**src/rtl/pwm_lock_pkg.sv**
```systemverilog
package pwm_lock_pkg;
  // Register byte offsets
  localparam int OFS_COUNT  = 'h0;
  localparam int OFS_PERIOD = 'h4;
  localparam int OFS_DUTY   = 'h8;
  localparam int OFS_CTRL   = 'hC;
  // Control word bit positions
  localparam int B_ENABLE   = 0;
  localparam int B_CONT     = 1;
  localparam int B_ACT_HI   = 3;
  localparam int B_IDLE_HI  = 4;
  localparam int B_LOCK     = 6;
endpackage

```
**src/rtl/pwm_lock_regs.sv**
```systemverilog
module pwm_lock_regs
  import pwm_lock_pkg::*;
#(
  parameter int DW = 32,
  parameter int AW = 4
) (
  input  logic          clk,
  input  logic          rst_n,
  input  logic [AW-1:0] addr,
  input  logic [DW-1:0] wdata,
  input  logic          we,
  input  logic          re,
  input  logic [DW-1:0] live_cnt,
  output logic [DW-1:0] rdata,
  output logic [DW-1:0] prog_period,
  output logic [DW-1:0] prog_duty,
  output logic [DW-1:0] ctrl
);

  logic          sel_cnt, sel_per, sel_dut, sel_ctl;
  logic          per_en, dut_en, ctl_en;
  logic [DW-1:0] rdata_d;

  always_comb begin
    sel_cnt = (addr == AW'(OFS_COUNT));
    sel_per = (addr == AW'(OFS_PERIOD));
    sel_dut = (addr == AW'(OFS_DUTY));
    sel_ctl = (addr == AW'(OFS_CTRL));
    per_en  = we && sel_per;
    dut_en  = we && sel_dut;
    ctl_en  = we && sel_ctl;
    rdata_d = '0;
    if (sel_cnt) rdata_d = live_cnt;
    if (sel_per) rdata_d = prog_period;
    if (sel_dut) rdata_d = prog_duty;
    if (sel_ctl) rdata_d = ctrl;
  end

  always_ff @(posedge clk or negedge rst_n) begin
    if (!rst_n) begin
      prog_period <= '0;
      prog_duty   <= '0;
      ctrl        <= '0;
      rdata       <= '0;
    end else begin
      if (per_en) prog_period <= wdata;
      if (dut_en) prog_duty   <= wdata;
      if (ctl_en) ctrl        <= wdata;
      if (re)     rdata       <= rdata_d;
    end
  end

endmodule

```
**src/rtl/pwm_lock_shadow.sv**
```systemverilog
module pwm_lock_shadow #(
  parameter int DW = 32
) (
  input  logic          clk,
  input  logic          rst_n,
  input  logic [DW-1:0] prog_period,
  input  logic [DW-1:0] prog_duty,
  input  logic          prog_act,
  input  logic          prog_idle,
  input  logic          lock,
  input  logic          run,
  input  logic          wrap,
  output logic [DW-1:0] eff_period,
  output logic [DW-1:0] eff_duty,
  output logic          eff_act,
  output logic          eff_idle
);

  logic load_en;

  // Copy only when stopped or at a boundary, and never while locked
  always_comb begin
    load_en = !lock && (!run || wrap);
  end

  always_ff @(posedge clk or negedge rst_n) begin
    if (!rst_n) begin
      eff_period <= '0;
      eff_duty   <= '0;
      eff_act    <= 1'b0;
      eff_idle   <= 1'b0;
    end else if (load_en) begin
      eff_period <= prog_period;
      eff_duty   <= prog_duty;
      eff_act    <= prog_act;
      eff_idle   <= prog_idle;
    end
  end

endmodule

```
**src/rtl/pwm_lock_engine.sv**
```systemverilog
module pwm_lock_engine #(
  parameter int DW = 32
) (
  input  logic          clk,
  input  logic          rst_n,
  input  logic          run,
  input  logic [DW-1:0] eff_period,
  input  logic [DW-1:0] eff_duty,
  input  logic          eff_act,
  input  logic          eff_idle,
  output logic [DW-1:0] cnt,
  output logic          wrap,
  output logic          pwm_out
);

  logic [DW-1:0] cnt_d;
  logic          last;
  logic          cnt_en;

  always_comb begin
    last   = (eff_period <= DW'(1)) || (cnt == eff_period - DW'(1));
    wrap   = run && last;
    cnt_en = run || (cnt != '0);
    if (!run)      cnt_d = '0;
    else if (last) cnt_d = '0;
    else           cnt_d = cnt + DW'(1);
    if (run && (cnt < eff_duty)) pwm_out = eff_act;
    else                         pwm_out = eff_idle;
  end

  always_ff @(posedge clk or negedge rst_n) begin
    if (!rst_n)      cnt <= '0;
    else if (cnt_en) cnt <= cnt_d;
  end

endmodule

```
**src/rtl/pwm_lock_timer.sv**
```systemverilog
module pwm_lock_timer
  import pwm_lock_pkg::*;
#(
  parameter int DW = 32,
  parameter int AW = 4
) (
  input  logic          clk,
  input  logic          rst_n,
  input  logic [AW-1:0] bus_addr,
  input  logic [DW-1:0] bus_wdata,
  input  logic          bus_we,
  input  logic          bus_re,
  output logic [DW-1:0] bus_rdata,
  output logic          pwm_out
);

  localparam int SYNC_STAGES = 2;

  logic [SYNC_STAGES-1:0] rst_pipe;
  logic                   core_rst_n;
  logic [DW-1:0]          prog_period, prog_duty, ctrl, cnt;
  logic [DW-1:0]          eff_period, eff_duty;
  logic                   eff_act, eff_idle;
  logic                   run, lock, wrap;

  always_ff @(posedge clk or negedge rst_n) begin
    if (!rst_n) rst_pipe <= '0;
    else        rst_pipe <= {rst_pipe[SYNC_STAGES-2:0], 1'b1};
  end

  always_comb begin
    core_rst_n = rst_pipe[SYNC_STAGES-1];
    run        = ctrl[B_ENABLE] && ctrl[B_CONT];
    lock       = ctrl[B_LOCK];
  end

  pwm_lock_regs #(.DW(DW), .AW(AW)) u_regs (
    .clk(clk), .rst_n(core_rst_n), .addr(bus_addr), .wdata(bus_wdata),
    .we(bus_we), .re(bus_re), .live_cnt(cnt), .rdata(bus_rdata),
    .prog_period(prog_period), .prog_duty(prog_duty), .ctrl(ctrl)
  );

  pwm_lock_shadow #(.DW(DW)) u_shadow (
    .clk(clk), .rst_n(core_rst_n), .prog_period(prog_period),
    .prog_duty(prog_duty), .prog_act(ctrl[B_ACT_HI]),
    .prog_idle(ctrl[B_IDLE_HI]), .lock(lock), .run(run), .wrap(wrap),
    .eff_period(eff_period), .eff_duty(eff_duty),
    .eff_act(eff_act), .eff_idle(eff_idle)
  );

  pwm_lock_engine #(.DW(DW)) u_engine (
    .clk(clk), .rst_n(core_rst_n), .run(run), .eff_period(eff_period),
    .eff_duty(eff_duty), .eff_act(eff_act), .eff_idle(eff_idle),
    .cnt(cnt), .wrap(wrap), .pwm_out(pwm_out)
  );

endmodule

```
**config.mk**
```make
export PLATFORM = sky130hd
export DESIGN_NAME = pwm_lock_timer
export DESIGN_NICKNAME = d
export VERILOG_FILES = /design/src/rtl/pwm_lock_pkg.sv /design/src/rtl/pwm_lock_regs.sv /design/src/rtl/pwm_lock_shadow.sv /design/src/rtl/pwm_lock_engine.sv /design/src/rtl/pwm_lock_timer.sv
export SDC_FILE = /design/constraint.sdc
export NUM_CORES = 1
export LEC_CHECK = 0
export ABC_AREA = 1
export CORE_UTILIZATION = 30
export DETAILED_ROUTE_END_ITERATION = 12
export DONT_BUFFER_PORTS = 1
export PLACE_DENSITY = 0.52
export SLEW_MARGIN = 25
export SYNTH_ARGS = -nofsm -noshare
export SYNTH_HDL_FRONTEND = slang
export SYNTH_SLANG_ARGS = --single-unit
```
**constraint.sdc**
```tcl
create_clock -name clk -period 8.7 [get_ports clk]
set_input_delay 1.74 -clock clk [delete_from_list [all_inputs] [get_ports clk]]
set_output_delay 1.74 -clock clk [all_outputs]
set_load 0.1 [all_outputs]
```
## Word-level counts from Yosys, hierarchy flattened

Cells that the tools add are included.

- Bits in registers: 228
- Output and inout bits: 33
- Logic and storage cells: 39

- Add/sub/neg operators: 2
- Order comparisons: 2
- Equal/unequal tests: 4
- Mux-type cells: 7
- Reductions and logical operators: 14

Operator list:

| kind | count |
|---|---|
| $mux W32 | 6 |
| $add A32 B1 Y32 const B | 1 |
| $eq A32 B32 Y1 | 1 |
| $le A32 B1 Y1 const B | 1 |
| $lt A32 B32 Y1 | 1 |
| $reduce_bool A32 Y1 | 1 |
| $sub A32 B1 Y32 const B | 1 |
| $eq A4 B4 Y1 const B | 2 |
| $logic_and A1 B1 Y1 | 7 |
| $eq A4 B3 Y1 const B | 1 |
| $logic_not A4 Y1 | 1 |
| $logic_or A1 B1 Y1 | 3 |
| $logic_not A1 Y1 | 2 |
| $mux W1 | 1 |

## Logic depth before layout (Yosys ltp)

Gate-level depths: netlist of run 1.

- Word-level depth: 6
- Mapped depth: 20
- Depth with buffers taken out: 18

## Cells and area by module

Synthesis of run 1 repeated with hierarchy kept, for this count alone.

- Cells, all modules: 1,711
- Area total of the unflattened synthesis: 12,728.5 µm²

Modules (own cells, without submodules):

| module | instances | cells an instance | area each (µm²) | seq. area each (µm²) |
|---|---|---|---|---|
| pwm_lock_regs | 1 | 713 | 5,785.5 | 3,203.1 |
| pwm_lock_engine | 1 | 704 | 4,229.1 | 800.8 |
| pwm_lock_shadow | 1 | 289 | 2,652.5 | 1,651.6 |
| pwm_lock_timer | 1 | 5 | 61.3 | 50.0 |

## Worst setup path before layout of run 1

Ideal clock, no wire load.

- Path kind: flip-flop to output port
- From: register u_engine.cnt[27]
- To: output pwm_out
- Data arrival time: 3.466 ns
- Required time: 6.960 ns
- Slack: 3.494 ns
- Stages on the path, launching flop included: 9
- Path buffers: 0
- Cell sequence: dfrtp_1 ha_1 nand2_1 nor2_1 a211oi_1 o221ai_1 a21oi_1 nand3b_1 o21ai_0

- Word-level cells in the longest chain between the ends: 3

RTL lines:

| item | line | text |
|---|---|---|
| start, declared | pwm_lock_engine.sv:11 | `output logic [DW-1:0] cnt,` |
| start signal, assigned | pwm_lock_engine.sv:33 | `else if (cnt_en) cnt <= cnt_d;` |
| $lt A32 B32 Y1 | pwm_lock_engine.sv:27 | `if (run && (cnt < eff_duty)) pwm_out = eff_act;` |
| $logic_and A1 B1 Y1 | pwm_lock_engine.sv:27 |  |
| $mux W1 | pwm_lock_engine.sv:27 |  |
| end, declared | pwm_lock_timer.sv:14 | `output logic pwm_out` |

No other way between the ends.

## Worst setup path in the final report of run 1

- From: register u_engine.cnt[15]
- To: output pwm_out

Same word-level chain as after synthesis.

==> results of run 1 <==
-- worst paths after layout --
check | startpoint | slack [ns] | endpoint
max | u_engine.cnt[15]$_DFFE_PN0P_ | 3.92 | pwm_out
min | rst_pipe[0]$_DFF_PN0_ | 0.36 | rst_pipe[1]$_DFF_PN0_
max reg2reg | u_shadow.eff_period[0]$_DFFE_PN0P_ | 4.88 | u_shadow.eff_period[28]$_DFFE_PN0P_
min reg2reg | rst_pipe[0]$_DFF_PN0_ | 0.36 | rst_pipe[1]$_DFF_PN0_
max in group asynchronous | rst_pipe[1]$_DFF_PN0_ | 6.86 | u_engine.cnt[27]$_DFFE_PN0P_
min in group asynchronous | rst_pipe[1]$_DFF_PN0_ | 0.42 | u_regs.prog_period[10]$_DFFE_PN0P_
-- flip-flops by register name, indices dropped and copies added (netlist names) --
signal / cells
u_regs.rdata: 32
u_shadow.eff_act: 1
rst_pipe: 2
u_regs.ctrl: 32
u_regs.prog_period: 32
u_shadow.eff_period: 32
u_shadow.eff_idle: 1
u_engine.cnt: 32
u_shadow.eff_duty: 32
u_regs.prog_duty: 32
-- cell usage after synthesis (all sizes together) --
cell	instances
a211oi	1
a21oi	32
a221oi	32
a31oi	33
and2	1
buf	18
clkbuf	48
clkinv	1
conb	1
dfrtp	228
ha	35
inv	143
nand2	439
nand3	110
nand3b	7
nand4	19
nor2	172
nor3	23
nor3b	3
nor4	6
o21a	1
o21ai	116
o21bai	1
o221ai	2
or2	1
xnor2	9
xnor3	1
xor2	31
-- area by class of cell --
cell class                 count  area, µm²
fill                        4148      25710
clock inverter                11      93.84
multi-input combinational   1076       5381
inverter                     144      540.5
sequential                   228       5709
clock buffer                  32      671.9
timing repair buffer           8      72.57
tap                          518      648.1
-- cell families (layout without fill, tap and decap cells) --
| group | after synthesis | after routing | synth area share [%] |
|---|---|---|---|
| AOI/OAI and AO/OA | 218 | 218 | 10.67 |
| buffers and inverters | 210 | 195 | 7.162 |
| adders and majority gates | 35 | 35 | 3.687 |
| xor gates and xnor gates | 41 | 41 | 3.139 |
| other | 1 | 1 | 0.03157 |
| DFF | 228 | 228 | 48.03 |
| and+or+nand+nor | 781 | 781 | 27.28 |
-- cell usage in the layout, fill, tap and decap left out, drive strengths merged, types with 8 or more instances in the layout --
cell      n
o21ai   116
nor2    172
nand3   110
nor3     23
clkbuf   32
nand2   439
a221oi   32
xor2     31
ha       35
xnor2     9
a31oi    33
inv     143
nand4    19
dfrtp   228
a21oi    32
buf       8
-- layer usage --
layer  up-vias  GRT usage (%)  wire [µm]
li1       4880              -          -
met1      4884          23.47      16100
met2       128          27.98      15830
met3        49          1.477        862
met4         0          4.662        752
met5         -              0          0
-- through the flow --
step / hold slack [ns] / utilization (%) / power [mW]
6_report: 0.3646 / 33.78 / 3.447
5_1_grt: 0.3634 / 33.78 / 3.684
4_1_cts: 0.3625 / 33.75 / 3.480
3_5_place_dp: 0.3364 / 31.78 / 2.457
3_3_place_gp: 0.3397 / 31.75 / 2.442
2_1_floorplan: 0.3312 / - / 2.201
-- power by group through the flow --
| stage | clock network [mW] | logic (mW) | registers (mW) |
|---|---|---|---|
| after floorplan | 0 | 0.683 | 1.52 |
| after detailed placement | 0 | 0.872 | 1.58 |
| after global placement | 0 | 0.862 | 1.58 |
| final | 1.01 | 0.870 | 1.57 |
| after global routing | 1.08 | 1.01 | 1.60 |
| after CTS | 1.04 | 0.875 | 1.57 |
-- critical path, delay by kind of cell (launching register included) --
family	cells	cell delay, ns
fa+ha+maj	1	0.35
flops	1	0.47
simple gates	5	0.69
buf+inv	2	0.09
compound gates	2	0.92
==> impl_metrics.tcl, run 1 <==
set metrics [dict create \
    syn_nets 1589 \
    synth_cell_type_count 35 \
    placed_cells 1974 \
    place_area_um2 12340 \
    clock.fmax_mhz 209.1 \
    peakVddDrop_mv 0.2142 \
    synth_area_um2 11880 \
    path_class "reg -> out" \
    fin_crit_sh_pct 54.97 \
    cts_hold_buffers 0 \
    portBuffers 0 \
    critPathSlowestCell "o21ai_4" \
    finalClockSkew_ns 0.02146 \
    clk_pin_slew_ns 0.06 \
    drtIter0Drc 551 \
    comb_power_share_pct 25.2 \
    p_seq_share_pct 45.4 \
    hold_viol 0 \
    overflow 0 \
    vias 9941 \
    r2r_cells 15 \
    maxCapViolations 0 \
    antennaDiodeCount 0 \
    vias_per_cell 4.929 \
    core.rowCount 72 \
    finalCriticalPeriod_ns 4.782 \
    ys_ff_latch 228 \
    cp_max_fo 7 \
    cts-root-buf "clkbuf_16" \
    die-area_um2 40400 \
    synth_top_cell_by_area "dfrtp_1" \
    synthTopCellsByArea "dfrtp_1, nand2_1, nor2_1" \
    core_um2 38830 \
    max_stage_delay_ns 0.66 \
    syn_inst 1514 \
    yosysWarnings 0 \
    ios 73 \
    fp.dieW_um 201.0 \
    dpl_worst_slack_ns 4.248 \
    p_switching_mw 1.311 \
    slew_headroom_pct 32.33 \
    fin_area_um2 13120 \
    yosysSeqAreaShare_pct 48.03 \
    post_drt_wl_per_cell_um 16.63 \
    cp_data_required_time_ns 6.96 \
    nNetsFinal 1557 \
    start_util_pct 30.59 \
    intPower_mw 2.135 \
    yosys.area.top_type_share_pct 48.03 \
    htree_levels 1 \
    cts_tree "yes" \
    drt_wl_total_um 33550 \
    fin_ws_ns 3.918 \
    grt_first_pass_wirelength_um 54880 \
    insertion_delay_ns 0.53 \
    status "complete, no violations" \
    avgSynthCellArea_um2 7.846 \
    grt_usage_pct 16.87 \
    hold_depth 0 \
    hold_class "reg -> reg" \
    crit_arrival_ns 3.04 \
    grt_pass1_vias 9817 \
    antenna_found_initial 0 \
    p_clk_share_pct 29.3 \
    swShare_pct 38.04 \
    stdcell_count 2017 \
    rsz0062_at_grt "false" \
    syn2layout_area_growth_pct 10.43 \
    postCtsSetupRepairBufs 0 \
    max_slew.worst_pin.slew_ns 1.015 \
    startpoint_type "flip-flop" \
    setup_viol 0 \
    p_per_area_nw_per_um2 262.8 \
    cts_resized 0 \
    firstDrtPassIters 5 \
    finalMaxSlewViolations 0 \
    postRouteAntennaNets 0 \
    grt_max_degree 166 \
    drive_gt1_share_pct 4.470 \
    dp_hpwl_um 23960 \
    crit_chain "ha_1 -> nand2_1 -> inv_1 -> nand3_1 -> inv_1 -> a21oi_1 -> nand2_1 -> nand3_1 -> nand3b_1 -> o21ai_4" \
    clock_sinks 228 \
    timing.setup.tns_ns 0 \
    die_h_um 201.0 \
    cp-end-kind "output pin" \
    cts_buffer_depth 3 \
    drc 0 \
    gp_congestion 0.8878 \
    cts_buffers 24 \
    leakagePower_nw 6.134 \
]
(Power assumes the default switching activity.)
==> run 2, diff against run 1 <==
==> constraint.sdc (replaced) <==
create_clock -name clk -period 4.6 [get_ports clk]
set_input_delay 0.92 -clock clk [delete_from_list [all_inputs] [get_ports clk]]
set_output_delay 0.92 -clock clk [all_outputs]
set_load 0.1 [all_outputs]
==> run 2 against run 1 <==
  * Global-route usage grew 0.22 points
  * Hold slack worse by 0.27 ns
  * Flip-flop and latch count unchanged
  * Combinational power up 93%
  * Via count hardly changed
  * Critical path depth down 2
  * Non-clock buffer count up 3
  * Utilization is 0.32 points higher
  * First-iteration DRC count rose by 39%
  * Critical path type unchanged
==> impl_metrics.tcl, run 2 (synthesis results as in run 1) <==
set metrics [dict create \
    postCtsSetupRepairBufs 0 \
    fillCellCount 4137 \
    ios 73 \
    cp-end-kind "output pin" \
    finalCriticalPeriod_ns 3.919 \
    core.rowCount 72 \
    p_per_area_nw_per_um2 510.3 \
    hold_class "in -> async" \
    clock_sinks 228 \
    drive_gt1_share_pct 4.727 \
    cts-root-buf "clkbuf_16" \
    fp.dieW_um 201.0 \
    insertion_delay_ns 0.52 \
    vias_per_cell 4.922 \
    cts_resized 0 \
    clk_pin_slew_ns 0.07 \
    finalMaxSlewViolations 0 \
    grt_pass1_vias 9650 \
    drt_wl_total_um 34180 \
    leakagePower_nw 6.210 \
    die_h_um 201.0 \
    syn2layout_area_growth_pct 11.46 \
    fin_crit_sh_pct 85.19 \
    cts_hold_buffers 0 \
    maxCapViolations 0 \
    final_cell_mix "nand2_1, dfrtp_1, nor2_1" \
    crit_arrival_ns 3.00 \
    setup_viol 0 \
    cp_max_fo 5 \
    path_class "reg -> out" \
    grt_max_degree 106 \
    htree_levels 1 \
    antenna_found_initial 0 \
    max_slew.worst_pin.slew_ns 0.9624 \
    core_um2 38830 \
    timing.setup.tns_ns 0 \
    layout_commonest_cell "nand2_1" \
    peakVddDrop_mv 0.3565 \
    cts_buffers 25 \
    multi_input_area_um2 5369 \
    dpl_worst_slack_ns 1.188 \
    firstDrtPassIters 6 \
    stdcell_count 2020 \
    finalClockSkew_ns 0.01043 \
    slew_headroom_pct 35.84 \
    gp_congestion 0.8910 \
    clock.fmax_mhz 255.2 \
    status "complete, no violations" \
    cp_data_required_time_ns 3.68 \
    portBuffers 0 \
    startpoint_type "flip-flop" \
    placed_cells 1977 \
    nNetsFinal 1561 \
    drtIter0Drc 765 \
    postRouteAntennaNets 0 \
    start_util_pct 30.59 \
    grt_first_pass_wirelength_um 55370 \
    grt_usage_pct 17.09 \
    dp_hpwl_um 25030 \
    drc 0 \
    cts_buffer_depth 3 \
    cts_tree "yes" \
    antennaDiodeCount 0 \
    power_mw 6.757 \
    overflow 0 \
    vias 9942 \
    post_drt_wl_per_cell_um 16.92 \
    fin_ws_ns 0.6813 \
    rsz0062_at_grt "false" \
    hold_viol 0 \
    die-area_um2 40400 \
    seq_area_um2 5709 \
]
## run 2: cell count changes in the layout (fill, tap and decap cells not counted), moves of 2 or more
cell	delta
clkinv_2	-2
bufinv_16	+3
clkbuf_8	+3
buf_4	+2
inv_6	+2
clkbuf_1	-2
clkinvlp_4	-3
## run 2: where the power goes
part | switching (mW) | total, mW | internal, mW
Clock | 0.814 | 2.11 | 1.30
Sequential | 0.562 | 2.97 | 2.41
Combinational | 1.12 | 1.68 | 0.553
Total | 2.50 | 6.76 | 4.26
## run 2: metal layers
| layer | track usage, % | routed length (µm) | part of all wire, % | vias up |
|---|---|---|---|---|
| met1 | 24.71 | 16490 | 48 | 4764 |
| met5 | 0 | 0 | 0 | - |
| met2 | 26.52 | 15250 | 45 | 238 |
| met4 | 5.589 | 1034 | 3.0 | 0 |
| met3 | 1.899 | 1409 | 4.1 | 53 |
| li1 | - | - | - | 4887 |
## run 2: path summary, 6_finish.rpt
kind / from / cells past startpoint / slack, ns / endpoint
max in group asynchronous: rst_pipe[1]$_DFF_PN0_ / 1 / 3.35 / u_engine.cnt[30]$_DFFE_PN0P_
setup reg to reg: u_shadow.eff_period[0]$_DFFE_PN0P_ / 16 / 1.14 / u_shadow.eff_duty[0]$_DFFE_PN0P_
hold / removal: rst_n / 0 / 0.1 / rst_pipe[1]$_DFF_PN0_
min in group clk: rst_pipe[0]$_DFF_PN0_ / 0 / 0.36 / rst_pipe[1]$_DFF_PN0_
setup / recovery: u_engine.cnt[29]$_DFFE_PN0P_ / 8 / 0.68 / pwm_out
hold reg to reg: rst_pipe[1]$_DFF_PN0_ / 0 / 0.29 / u_regs.prog_period[9]$_DFFE_PN0P_
## run 2: critical path: stages, from the launching register on
cell	delay, ns
dfrtp_1	0.49
ha_1	0.35
nand4_1	0.13
nor3_1	0.53
a21oi_1	0.29
nand3b_1	0.22
nand2_1	0.09
o21ai_2	0.07
buf_4	0.31
## run 2: layout make-up
| type | count | area share, % |
|---|---|---|
| flip-flops and latches | 228 | 43.12 |
| clock inverters | 10 | 1.210 |
| repair buffers | 11 | 0.8127 |
| well taps | 518 | 4.895 |
| clock buffers | 33 | 5.330 |
| inverters | 144 | 4.082 |
| multi-input cells | 1076 | 40.55 |
## run 2: per-stage QoR
step | hold slack [ns] | area, µm² | utilization [%]
2_1_floorplan | 0.3311 | 11880 | -
3_3_place_gp | 0.3003 | 12360 | 31.83
3_5_place_dp | 0.3070 | 12370 | 31.86
4_1_cts | 0.07410 | 13240 | 34.09
5_1_grt | 0.07537 | 13240 | 34.10
6_report | 0.09794 | 13240 | 34.10
==> run 3, diff against run 2 <==
--- a/config.mk
+++ b/config.mk
@@ -6,10 +6,11 @@
 export NUM_CORES = 1
 export LEC_CHECK = 0
 export ABC_AREA = 1
+export BUFFER_PORTS_ARGS = -buffer_cell sky130_fd_sc_hd__buf_2
 export CORE_UTILIZATION = 30
+export CTS_CLUSTER_SIZE = 12
 export DETAILED_ROUTE_END_ITERATION = 12
-export DONT_BUFFER_PORTS = 1
-export PLACE_DENSITY = 0.52
+export PLACE_DENSITY = 0.53
 export SLEW_MARGIN = 25
 export SYNTH_ARGS = -nofsm -noshare
 export SYNTH_HDL_FRONTEND = slang
==> run 3 against run 2 <==
  * Routed wire length is 0.29% lower
  * Utilization is 0.83 points higher
  * Setup slack worse by 0.15 ns
  * Clock-buffer cell count grew 4
  * Combinational power is 12% higher
  * Flip-flop and latch count stayed put
  * Largest cell class unchanged
==> impl_metrics.tcl, run 3 (synthesis results as in run 1) <==
set metrics [dict create \
    crit_arrival_ns 3.15 \
    leakagePower_nw 6.488 \
    dp_hpwl_um 24520 \
    grt_first_pass_wirelength_um 56100 \
    cp-end-kind "output pin" \
    max_slew.worst_pin.slew_ns 0.6797 \
    hold_viol 0 \
    post_drt_wl_per_cell_um 16.30 \
    hold_class "in -> async" \
    drc 0 \
    fillCellCount 4114 \
    ios 73 \
    startpoint_type "flip-flop" \
    grt_pass1_vias 10140 \
    start_util_pct 30.59 \
    insertion_delay_ns 0.52 \
    r2r_start "u_shadow.eff_period[0]$_DFFE_PN0P_" \
    core.rowCount 72 \
    fin_crit_sh_pct 88.43 \
    grt_max_degree 81 \
    cts-root-buf "clkbuf_16" \
    crit_chain "ha_1 -> a21oi_1 -> nor2_1 -> a211oi_1 -> o221ai_1 -> a21oi_1 -> nand3b_1 -> o21ai_0 -> buf_2" \
    path_buf_inv 1 \
    cts_resized 0 \
    antenna_found_initial 0 \
    clock_sinks 228 \
    nNetsFinal 1633 \
    rr_endpoint "u_shadow.eff_period[19]$_DFFE_PN0P_" \
    cts_tree "yes" \
    utilization_pct 34.93 \
    p_per_area_nw_per_um2 490.5 \
    final_cell_mix "nand2_1, dfrtp_1, nor2_1" \
    htree_levels 1 \
    overflow 0 \
    drive_gt1_share_pct 8.709 \
    path_class "reg -> out" \
    clk_pin_slew_ns 0.06 \
    gp_congestion 0.9008 \
    finalClockSkew_ns 0.01125 \
    firstDrtPassIters 5 \
    layout_commonest_cell "nand2_1" \
    timing.setup.tns_ns 0 \
    maxCapViolations 0 \
    r2r_cells 18 \
    crit_family "compound AO/OA/AOI/OAI gates" \
    fp.dieW_um 201.0 \
    die_h_um 201.0 \
    antennaDiodeCount 0 \
    cts_buffers 25 \
    postCtsSetupRepairBufs 0 \
    vias_per_cell 4.843 \
    reg2reg_slack_ns 1.13 \
    cp_data_required_time_ns 3.68 \
    drtIter0Drc 548 \
    setup_viol 0 \
    finalMaxSlewViolations 0 \
    cts_hold_buffers 0 \
    postRouteAntennaNets 0 \
    portBuffers 72 \
    clock.fmax_mhz 245.8 \
    dpl_worst_slack_ns 1.053 \
    max_stage_delay_ns 0.49 \
    syn2layout_area_growth_pct 14.19 \
    cp_max_fo 8 \
    holdWs_ns 0.1776 \
    path_common_cell "a21oi_1" \
    peakVddDrop_mv 0.3253 \
    drt_wl_total_um 34090 \
    cts_buffer_depth 3 \
    status "complete, no violations" \
    grt_usage_pct 17.20 \
    critPathSlowestCell "dfrtp_1" \
    fin_ws_ns 0.5324 \
    core_um2 38830 \
    die-area_um2 40400 \
    slew_headroom_pct 54.69 \
    finalCriticalPeriod_ns 4.068 \
    rsz0062_at_grt "false" \
    vias 10127 \
]
run 3: changes by cell type in the layout (fill, tap and decap cells not counted), sizes merged:
| cell | previous run | this run |
|---|---|---|
| bufinv | 4 | 2 |
| clkbuf | 33 | 37 |
| clkinv | 4 | 3 |
| buf | 11 | 83 |
| inv | 145 | 143 |
run 3: where the power goes:
part,total (mW),switching [mW],internal [mW]
registers,2.79,0.381,2.41
clock network,1.98,0.796,1.19
logic,1.88,1.30,0.583
run 3: cell type report:
| cell class | count | area, µm² | area share (%) |
|---|---|---|---|
| clock buffers | 37 | 720.7 | 5.313 |
| clock inverters | 5 | 77.57 | 0.5719 |
| inverters | 144 | 540.5 | 3.985 |
| multi-input cells | 1076 | 5365 | 39.55 |
| flip-flops and latches | 228 | 5709 | 42.09 |
| well taps | 518 | 648.1 | 4.778 |
| repair buffers | 83 | 503.0 | 3.708 |
run 3: worst max-delay path by stage:
stage	from	end	depth (start not counted)
2_1_floorplan	u_engine.cnt[27]$_DFFE_PN0P_	pwm_out	8
3_3_place_gp	u_engine.cnt[25]$_DFFE_PN0P_	pwm_out	9
3_5_place_dp	u_engine.cnt[25]$_DFFE_PN0P_	pwm_out	9
4_1_cts	u_engine.cnt[25]$_DFFE_PN0P_	pwm_out	9
5_1_grt	u_engine.cnt[25]$_DFFE_PN0P_	pwm_out	9
6_report	u_engine.cnt[25]$_DFFE_PN0P_	pwm_out	9
run 3: worst reg2reg max path, delay by kind of cell, from the launching register on:
| family | cells | cell delay (ns) |
|---|---|---|
| DFF | 1 | 0.44 |
| adders and majority gates | 1 | 0.25 |
| buffers and inverters | 2 | 0.45 |
| and+or+nand+nor | 15 | 2.25 |
run 3: per-layer routing:
layer / global-route usage (%) / vias up / wire length [µm]
li1: - / 5027 / -
met1: 23.64 / 4860 / 15970
met2: 28.86 / 202 / 16020
met3: 1.705 / 38 / 1353
met4: 4.498 / 0 / 735
met5: 0 / - / 0
run 3: metrics by stage:
stage                     instances  power (mW)  cell area (µm²)
after floorplan                1514       4.162            11880
after global placement         2048       4.685            12720
final                          2091       6.653            13560
after global routing           2091       7.113            13560
after CTS                      2090       6.724            13530
after detailed placement       2048       4.712            12730
